<file path="config.mk">
export PLATFORM = sky130hd
export DESIGN_NAME = lmr_decoder
export DESIGN_NICKNAME = d
export VERILOG_FILES = /design/src/rtl/lmr_pkg.sv /design/src/rtl/lmr_cfg_regs.sv /design/src/rtl/lmr_region_map.sv /design/src/rtl/lmr_attr_resolve.sv /design/src/rtl/lmr_decoder.sv
export SDC_FILE = /design/constraint.sdc
export NUM_CORES = 1
export LEC_CHECK = 0
export BUFFER_PORTS_ARGS = -buffer_cell sky130_fd_sc_hd__buf_2
export CELL_PAD_IN_SITES_DETAIL_PLACEMENT = 1
export CELL_PAD_IN_SITES_GLOBAL_PLACEMENT = 1
export CORE_MARGIN = 5
export CORE_UTILIZATION = 37
export DETAILED_ROUTE_END_ITERATION = 10
export PLACE_DENSITY_LB_ADDON = 0.25
export SLEW_MARGIN = 30
export SYNTH_ARGS = -nofsm -noshare
export SYNTH_HDL_FRONTEND = slang
export SYNTH_SLANG_ARGS = --single-unit
</file>
<file path="constraint.sdc">
create_clock -name clk_i -period 2.6 [get_ports clk_i]
set_input_delay 0.52 -clock clk_i [delete_from_list [all_inputs] [get_ports clk_i]]
set_output_delay 0.52 -clock clk_i [all_outputs]
set_load 0.01 [all_outputs]
</file>
<file path="src/rtl/lmr_pkg.sv">
package lmr_pkg;
  typedef enum logic [1:0] {
    ROUTE_DRAM    = 2'd0,
    ROUTE_DRAM_WP = 2'd1,
    ROUTE_BUS     = 2'd2
  } route_e;

  typedef enum logic [1:0] {
    ATTR_BUS = 2'd0,
    ATTR_RO  = 2'd1,
    ATTR_WO  = 2'd2,
    ATTR_RW  = 2'd3
  } attr_e;

  typedef enum logic [1:0] {
    RGN_OUT  = 2'd0,
    RGN_HOLE = 2'd1,
    RGN_ATTR = 2'd2
  } rgn_e;

  localparam logic [7:0] PAM_BASE_OFF = 8'h59;
  localparam logic [7:0] SMRAM_OFF    = 8'h72;
  localparam logic [7:0] SMRAM_RST    = 8'h02;
  localparam int unsigned SMRAM_OPEN_BIT = 6;
  localparam int unsigned SMRAM_SMM_BIT  = 3;
endpackage

</file>
<file path="src/rtl/lmr_cfg_regs.sv">
module lmr_cfg_regs
  import lmr_pkg::*;
#(
  parameter int unsigned N_PAM = 7
) (
  input  logic                  clk_i,
  input  logic                  rst_ni,
  input  logic                  we_i,
  input  logic [7:0]            addr_i,
  input  logic [7:0]            wdata_i,
  output logic [N_PAM-1:0][7:0] pam_o,
  output logic [7:0]            smram_o
);
  logic [N_PAM-1:0][7:0] pam_q;
  logic [7:0]            smram_q;

  for (genvar g = 0; g < N_PAM; g++) begin : g_pam
    localparam logic [7:0] OFF = PAM_BASE_OFF + 8'(g);
    always_ff @(posedge clk_i or negedge rst_ni) begin
      if (!rst_ni)                   pam_q[g] <= 8'h00;
      else if (we_i && addr_i == OFF) pam_q[g] <= wdata_i;
    end
  end

  always_ff @(posedge clk_i or negedge rst_ni) begin
    if (!rst_ni)                          smram_q <= SMRAM_RST;
    else if (we_i && addr_i == SMRAM_OFF) smram_q <= wdata_i;
  end

  assign pam_o   = pam_q;
  assign smram_o = smram_q;
endmodule

</file>
<file path="src/rtl/lmr_region_map.sv">
module lmr_region_map
  import lmr_pkg::*;
#(
  parameter int unsigned ADDR_W   = 32,
  parameter int unsigned SEG_CNT  = 12,
  parameter int unsigned SEG_BITS = 14,
  parameter int unsigned N_PAM    = 1 + SEG_CNT / 2
) (
  input  logic [ADDR_W-1:0]     addr_i,
  input  logic [N_PAM-1:0][7:0] pam_i,
  output rgn_e                  rgn_o,
  output logic [1:0]            attr_o
);
  localparam logic [ADDR_W-1:0] HOLE_BASE = ADDR_W'(32'h000A_0000);
  localparam logic [ADDR_W-1:0] SEG_BASE  = ADDR_W'(32'h000C_0000);
  localparam logic [ADDR_W-1:0] TOP_BASE  = SEG_BASE + ADDR_W'(SEG_CNT << SEG_BITS);
  localparam logic [ADDR_W-1:0] WIN_END   = ADDR_W'(32'h0010_0000);
  localparam int unsigned IDX_W = $clog2(SEG_CNT);

  logic [SEG_CNT-1:0][1:0] seg_attr;
  logic [N_PAM-1:0]        unused_pam;
  logic [IDX_W-1:0]        seg_idx;

  // even segment: low nibble, odd segment: high nibble
  for (genvar g = 0; g < SEG_CNT; g++) begin : g_seg
    assign seg_attr[g] = pam_i[1 + g/2][(g%2)*4 +: 2];
  end

  assign unused_pam[0] = ^{pam_i[0][7:6], pam_i[0][3:0]};
  for (genvar j = 1; j < N_PAM; j++) begin : g_unused
    assign unused_pam[j] = ^{pam_i[j][7:6], pam_i[j][3:2]};
  end

  assign seg_idx = IDX_W'((addr_i - SEG_BASE) >> SEG_BITS);

  always_comb begin
    rgn_o  = RGN_OUT;
    attr_o = 2'd0;
    if (addr_i < HOLE_BASE || addr_i >= WIN_END) begin
      rgn_o = RGN_OUT;
    end else if (addr_i < SEG_BASE) begin
      rgn_o = RGN_HOLE;
    end else if (addr_i >= TOP_BASE) begin
      rgn_o  = RGN_ATTR;
      attr_o = pam_i[0][5:4];
    end else begin
      rgn_o  = RGN_ATTR;
      attr_o = seg_attr[seg_idx];
    end
  end
endmodule

</file>
<file path="src/rtl/lmr_attr_resolve.sv">
module lmr_attr_resolve
  import lmr_pkg::*;
(
  input  rgn_e       rgn_i,
  input  logic [1:0] attr_i,
  input  logic       we_i,
  input  logic       smm_i,
  input  logic [7:0] smram_i,
  output route_e     route_o,
  output logic       wr_block_o
);
  logic hole_open;
  logic unused_smram;

  assign unused_smram = ^{smram_i[7], smram_i[5:4], smram_i[2:0]};
  assign hole_open = smram_i[SMRAM_OPEN_BIT] | (smram_i[SMRAM_SMM_BIT] & smm_i);

  always_comb begin
    route_o = ROUTE_DRAM;
    unique case (rgn_i)
      RGN_HOLE: route_o = hole_open ? ROUTE_DRAM : ROUTE_BUS;
      RGN_ATTR: begin
        unique case (attr_e'(attr_i))
          ATTR_RW:  route_o = ROUTE_DRAM;
          ATTR_RO:  route_o = we_i ? ROUTE_DRAM_WP : ROUTE_DRAM;
          ATTR_WO:  route_o = we_i ? ROUTE_DRAM : ROUTE_BUS;
          default:  route_o = ROUTE_BUS;
        endcase
      end
      default:  route_o = ROUTE_DRAM;
    endcase
  end

  assign wr_block_o = (route_o == ROUTE_DRAM_WP);
endmodule

</file>
<file path="src/rtl/lmr_decoder.sv">
module lmr_decoder
  import lmr_pkg::*;
#(
  parameter int unsigned ADDR_W   = 32,
  parameter int unsigned SEG_CNT  = 12,
  parameter int unsigned SEG_BITS = 14
) (
  input  logic              clk_i,
  input  logic              rst_ni,
  input  logic              cfg_we_i,
  input  logic [7:0]        cfg_addr_i,
  input  logic [7:0]        cfg_wdata_i,
  input  logic [ADDR_W-1:0] acc_addr_i,
  input  logic              acc_we_i,
  input  logic              smm_act_i,
  output logic [1:0]        route_o,
  output logic              wr_block_o
);
  localparam int unsigned N_PAM = 1 + SEG_CNT / 2;

  logic [N_PAM-1:0][7:0] pam_q;
  logic [7:0]            smram_q;
  rgn_e                  rgn;
  logic [1:0]            attr;
  route_e                route;

  lmr_cfg_regs #(.N_PAM(N_PAM)) u_regs (
    .clk_i   (clk_i),
    .rst_ni  (rst_ni),
    .we_i    (cfg_we_i),
    .addr_i  (cfg_addr_i),
    .wdata_i (cfg_wdata_i),
    .pam_o   (pam_q),
    .smram_o (smram_q)
  );

  lmr_region_map #(
    .ADDR_W(ADDR_W), .SEG_CNT(SEG_CNT), .SEG_BITS(SEG_BITS), .N_PAM(N_PAM)
  ) u_map (
    .addr_i (acc_addr_i),
    .pam_i  (pam_q),
    .rgn_o  (rgn),
    .attr_o (attr)
  );

  lmr_attr_resolve u_res (
    .rgn_i      (rgn),
    .attr_i     (attr),
    .we_i       (acc_we_i),
    .smm_i      (smm_act_i),
    .smram_i    (smram_q),
    .route_o    (route),
    .wr_block_o (wr_block_o)
  );

  assign route_o = route;
endmodule

</file>
==> impl_metrics.csv <==
group,metric,value,unit
run_status,status,"completed",
setup_path,cp_data_required_time,2080,ps
global_route,grt_pass1_wl,5230,um
yosys,synth-compound-area-share,4.75,%
yosys,synth.top_cell.area_share,49.3,%
pwr,totalPowerFinal,0.000829,W
route,final_antenna_net_count,0,
setup_path,endpoint_kind,"output port",
pwr,p_leak,0.876,nW
setup_path,r2r_slack,1830,ps
floorplan,num_rows,22,
yosys,synth_mux_area_share,32.5,%
pwr,power.density,481,mW/mm2
timing,fin_crit,2520,ps
yosys,synth_xor_area_share,0,%
route,drtPass1Iterations,4,
clock_network,postCtsSetupRepairBufs,0,
finish,syn_to_final_growth,21.2,%
clock_network,cts.sinks,28,
yosys,syn_area,0.00142,mm2
yosys,synthTopCellsByArea,"dfrtp_1, mux2_2, mux4_1, mux4_2, nor2_1",
timing,slew_viol_final,0,
yosys,ys_ff_latch,28,
timing,min_period_over_period,97.0,%
yosys,yosys_warnings,0,
clock_network,path_clk_slew,90,ps
timing,slew-limit-headroom,59.9,%
global_route,antenna_found_initial,0,
clock_network,h-tree-depth,1,
clock_network,cts_buffers,3,
clock_network,clock-root-buffer,"clkbuf_8",
floorplan,ios,56,
timing,fmax,396,MHz
yosys,synth_cell_types,26,
finish,final_common_cell,"buf_2",
finish,design_area,0.00172,mm2
yosys,ys_seq_area_share,49.3,%
timing,whs,246,ps
route,drtIter0Drc,18,
finish,layout.nets,202,
clock_network,cts_resized,1,
hold_path,hold_class,"in2async",
setup_path,critPathMaxStageDelay,530,ps
global_route,grt_pass1_vias,1147,
setup_path,reg2regPathDepth,1,
clock_network,cts_tree,"done",
route,vias,1009,
setup_path,r2r_end,"u_regs.pam_o[41]",
job,cap_violations,0,
finish,multi_input_area,707,um2
timing,worst_slew_pin_slew,601,ps
yosys,syn_area_per_cell,13.4,um2
route,drcViolationCount,0,
timing,rsz0062_at_grt,"no",
yosys,synth_top_family_by_area,"multiplexers",
yosys,synth_adder_area_share,0,%
floorplan,start_util,38.6,%
setup_path,critical_path_arrival,2000,ps
timing,tns,0,ps
yosys,synth_simple_gate_area_share,12.5,%
floorplan,die_area,0.00518,mm2
place,place_area,0.00167,mm2
finish,fill_cells,419,
global_route,grt-ovfl-total,0,
global_route,grt.total_usage,12.9,%
clock_network,clk_path_buf_depth,2,
floorplan,core_region_area,0.00369,mm2
setup_path,cp_max_fo,6,
timing,final-hold-violation-count,0,
finish,drive_gt1_share,52.0,%
place,portBuffers,39,
timing,setup_violations,0,
timing,clock_skew,0,ps
finish,antenna_cells,0,
finish,final-seq-area,701,um2
route,wl_per_cell,16.3,um
setup_path,cp_cell_sequence,"buf_4 -> mux4_2 -> a21o_1 -> a41o_1 -> a211oi_2 -> buf_2",
yosys,synthFlopType,"dfrtp_1",
floorplan,die_x,72.0,um
global_route,grt_max_degree,29,
route,viasPerCell,5.15,
floorplan,die_y,72.0,um
yosys,synth_nets,159,
finish,layoutNonFillerInstCount,196,
route,wirelength,3190,um
yosys,synth.largest_area_cell,"dfrtp_1",
setup_path,critPathLaunchType,"input port",
yosys,synth_edf_count,0,
setup_path,slowest_stage,"mux4_2",
finish,mostFrequentLayoutCells,"buf_2, mux2_2, dfrtp_1, nor2_1, nand2_1",
setup_path,worstReg2RegStart,"u_regs.pam_o[41]",
clock_network,cts_hold_buf,0,
yosys,ys_async_sr_fraction,100,%
clock_network,insertion_delay,270,ps
pwr,ir_drop,0.280,mV
place,dp.cells,192,
place,dp_hpwl,2670,um
yosys,syn-instance-count,106,
place,place_congestion,0.778,
setup_path,path_class,"in2out",
## kinds of logic (layout without fill, tap and decap cells)
| logic type | count (synthesis) | after routing |
|---|---|---|
| and+or+nand+nor | 34 | 34 |
| AOI/OAI and AO/OA | 8 | 8 |
| buffers and inverters | 2 | 44 |
| DFF | 28 | 28 |
| muxes | 34 | 34 |
## worst max-delay path: cells and delay by family
kind                   cells  cell delay [ps]
buffers and inverters      2              310
multiplexers               1              530
AO/OA/AOI/OAI              3              630
## where the power goes
group | total [W] | internal (W) | switching (W)
registers | 0.000465 | 0.000456 | 0.00000968
logic | 0.000104 | 0.0000565 | 0.0000477
clock network | 0.000260 | 0.000135 | 0.000124
## synth_stat cells, types with 2 or more instances
cell	instances
dfrtp_1	28
mux2_2	28
nor2_1	9
nand2_1	6
mux4_1	3
mux4_2	3
nand2b_1	3
nor2b_1	3
a31oi_1	2
and3_1	2
nand3_1	2
nand4_1	2
nor3_1	2
## sequential cells by signal, summed over array words and instances, names as in the netlist
name and flops:
u_regs.smram_o 2, u_regs.pam_o 26
## routing by layer
layer  up-vias  GRT usage (%)  wire length (um)
met5         -              0                 0
met1       489           14.8              1340
met2        29           23.7              1630
li1        486              -                 -
met4         0           5.01                48
met3         5           2.35               172
## metrics by stage
stage	utilization (%)	worst slack [ps]
after detailed placement	45.2	1.71
after global routing	46.7	26.7
final	46.7	77.4
after CTS	46.7	60.4
after global placement	45.2	13.9
after floorplan	-	270
## how the worst max path moves through the flow
stage               slack (ps)           start         end  cells past startpoint
detailed placement           2  acc_addr_i[14]  route_o[1]                      6
global placement            10  acc_addr_i[14]  route_o[1]                      6
global route                30  acc_addr_i[14]  route_o[1]                      6
finish                      80  acc_addr_i[14]  route_o[1]                      6
floorplan                  270  acc_addr_i[14]  route_o[1]                      5
CTS                         60  acc_addr_i[14]  route_o[1]                      6
## cell type report
type,count,share of cell area [%]
timing repair buffer,39,11.5
inverter,1,0.218
sequential,28,40.6
clock buffer,4,3.19
multi-input combinational,76,41.0
tap,48,3.48
Note: power is estimated with default switching activity, not from simulation.
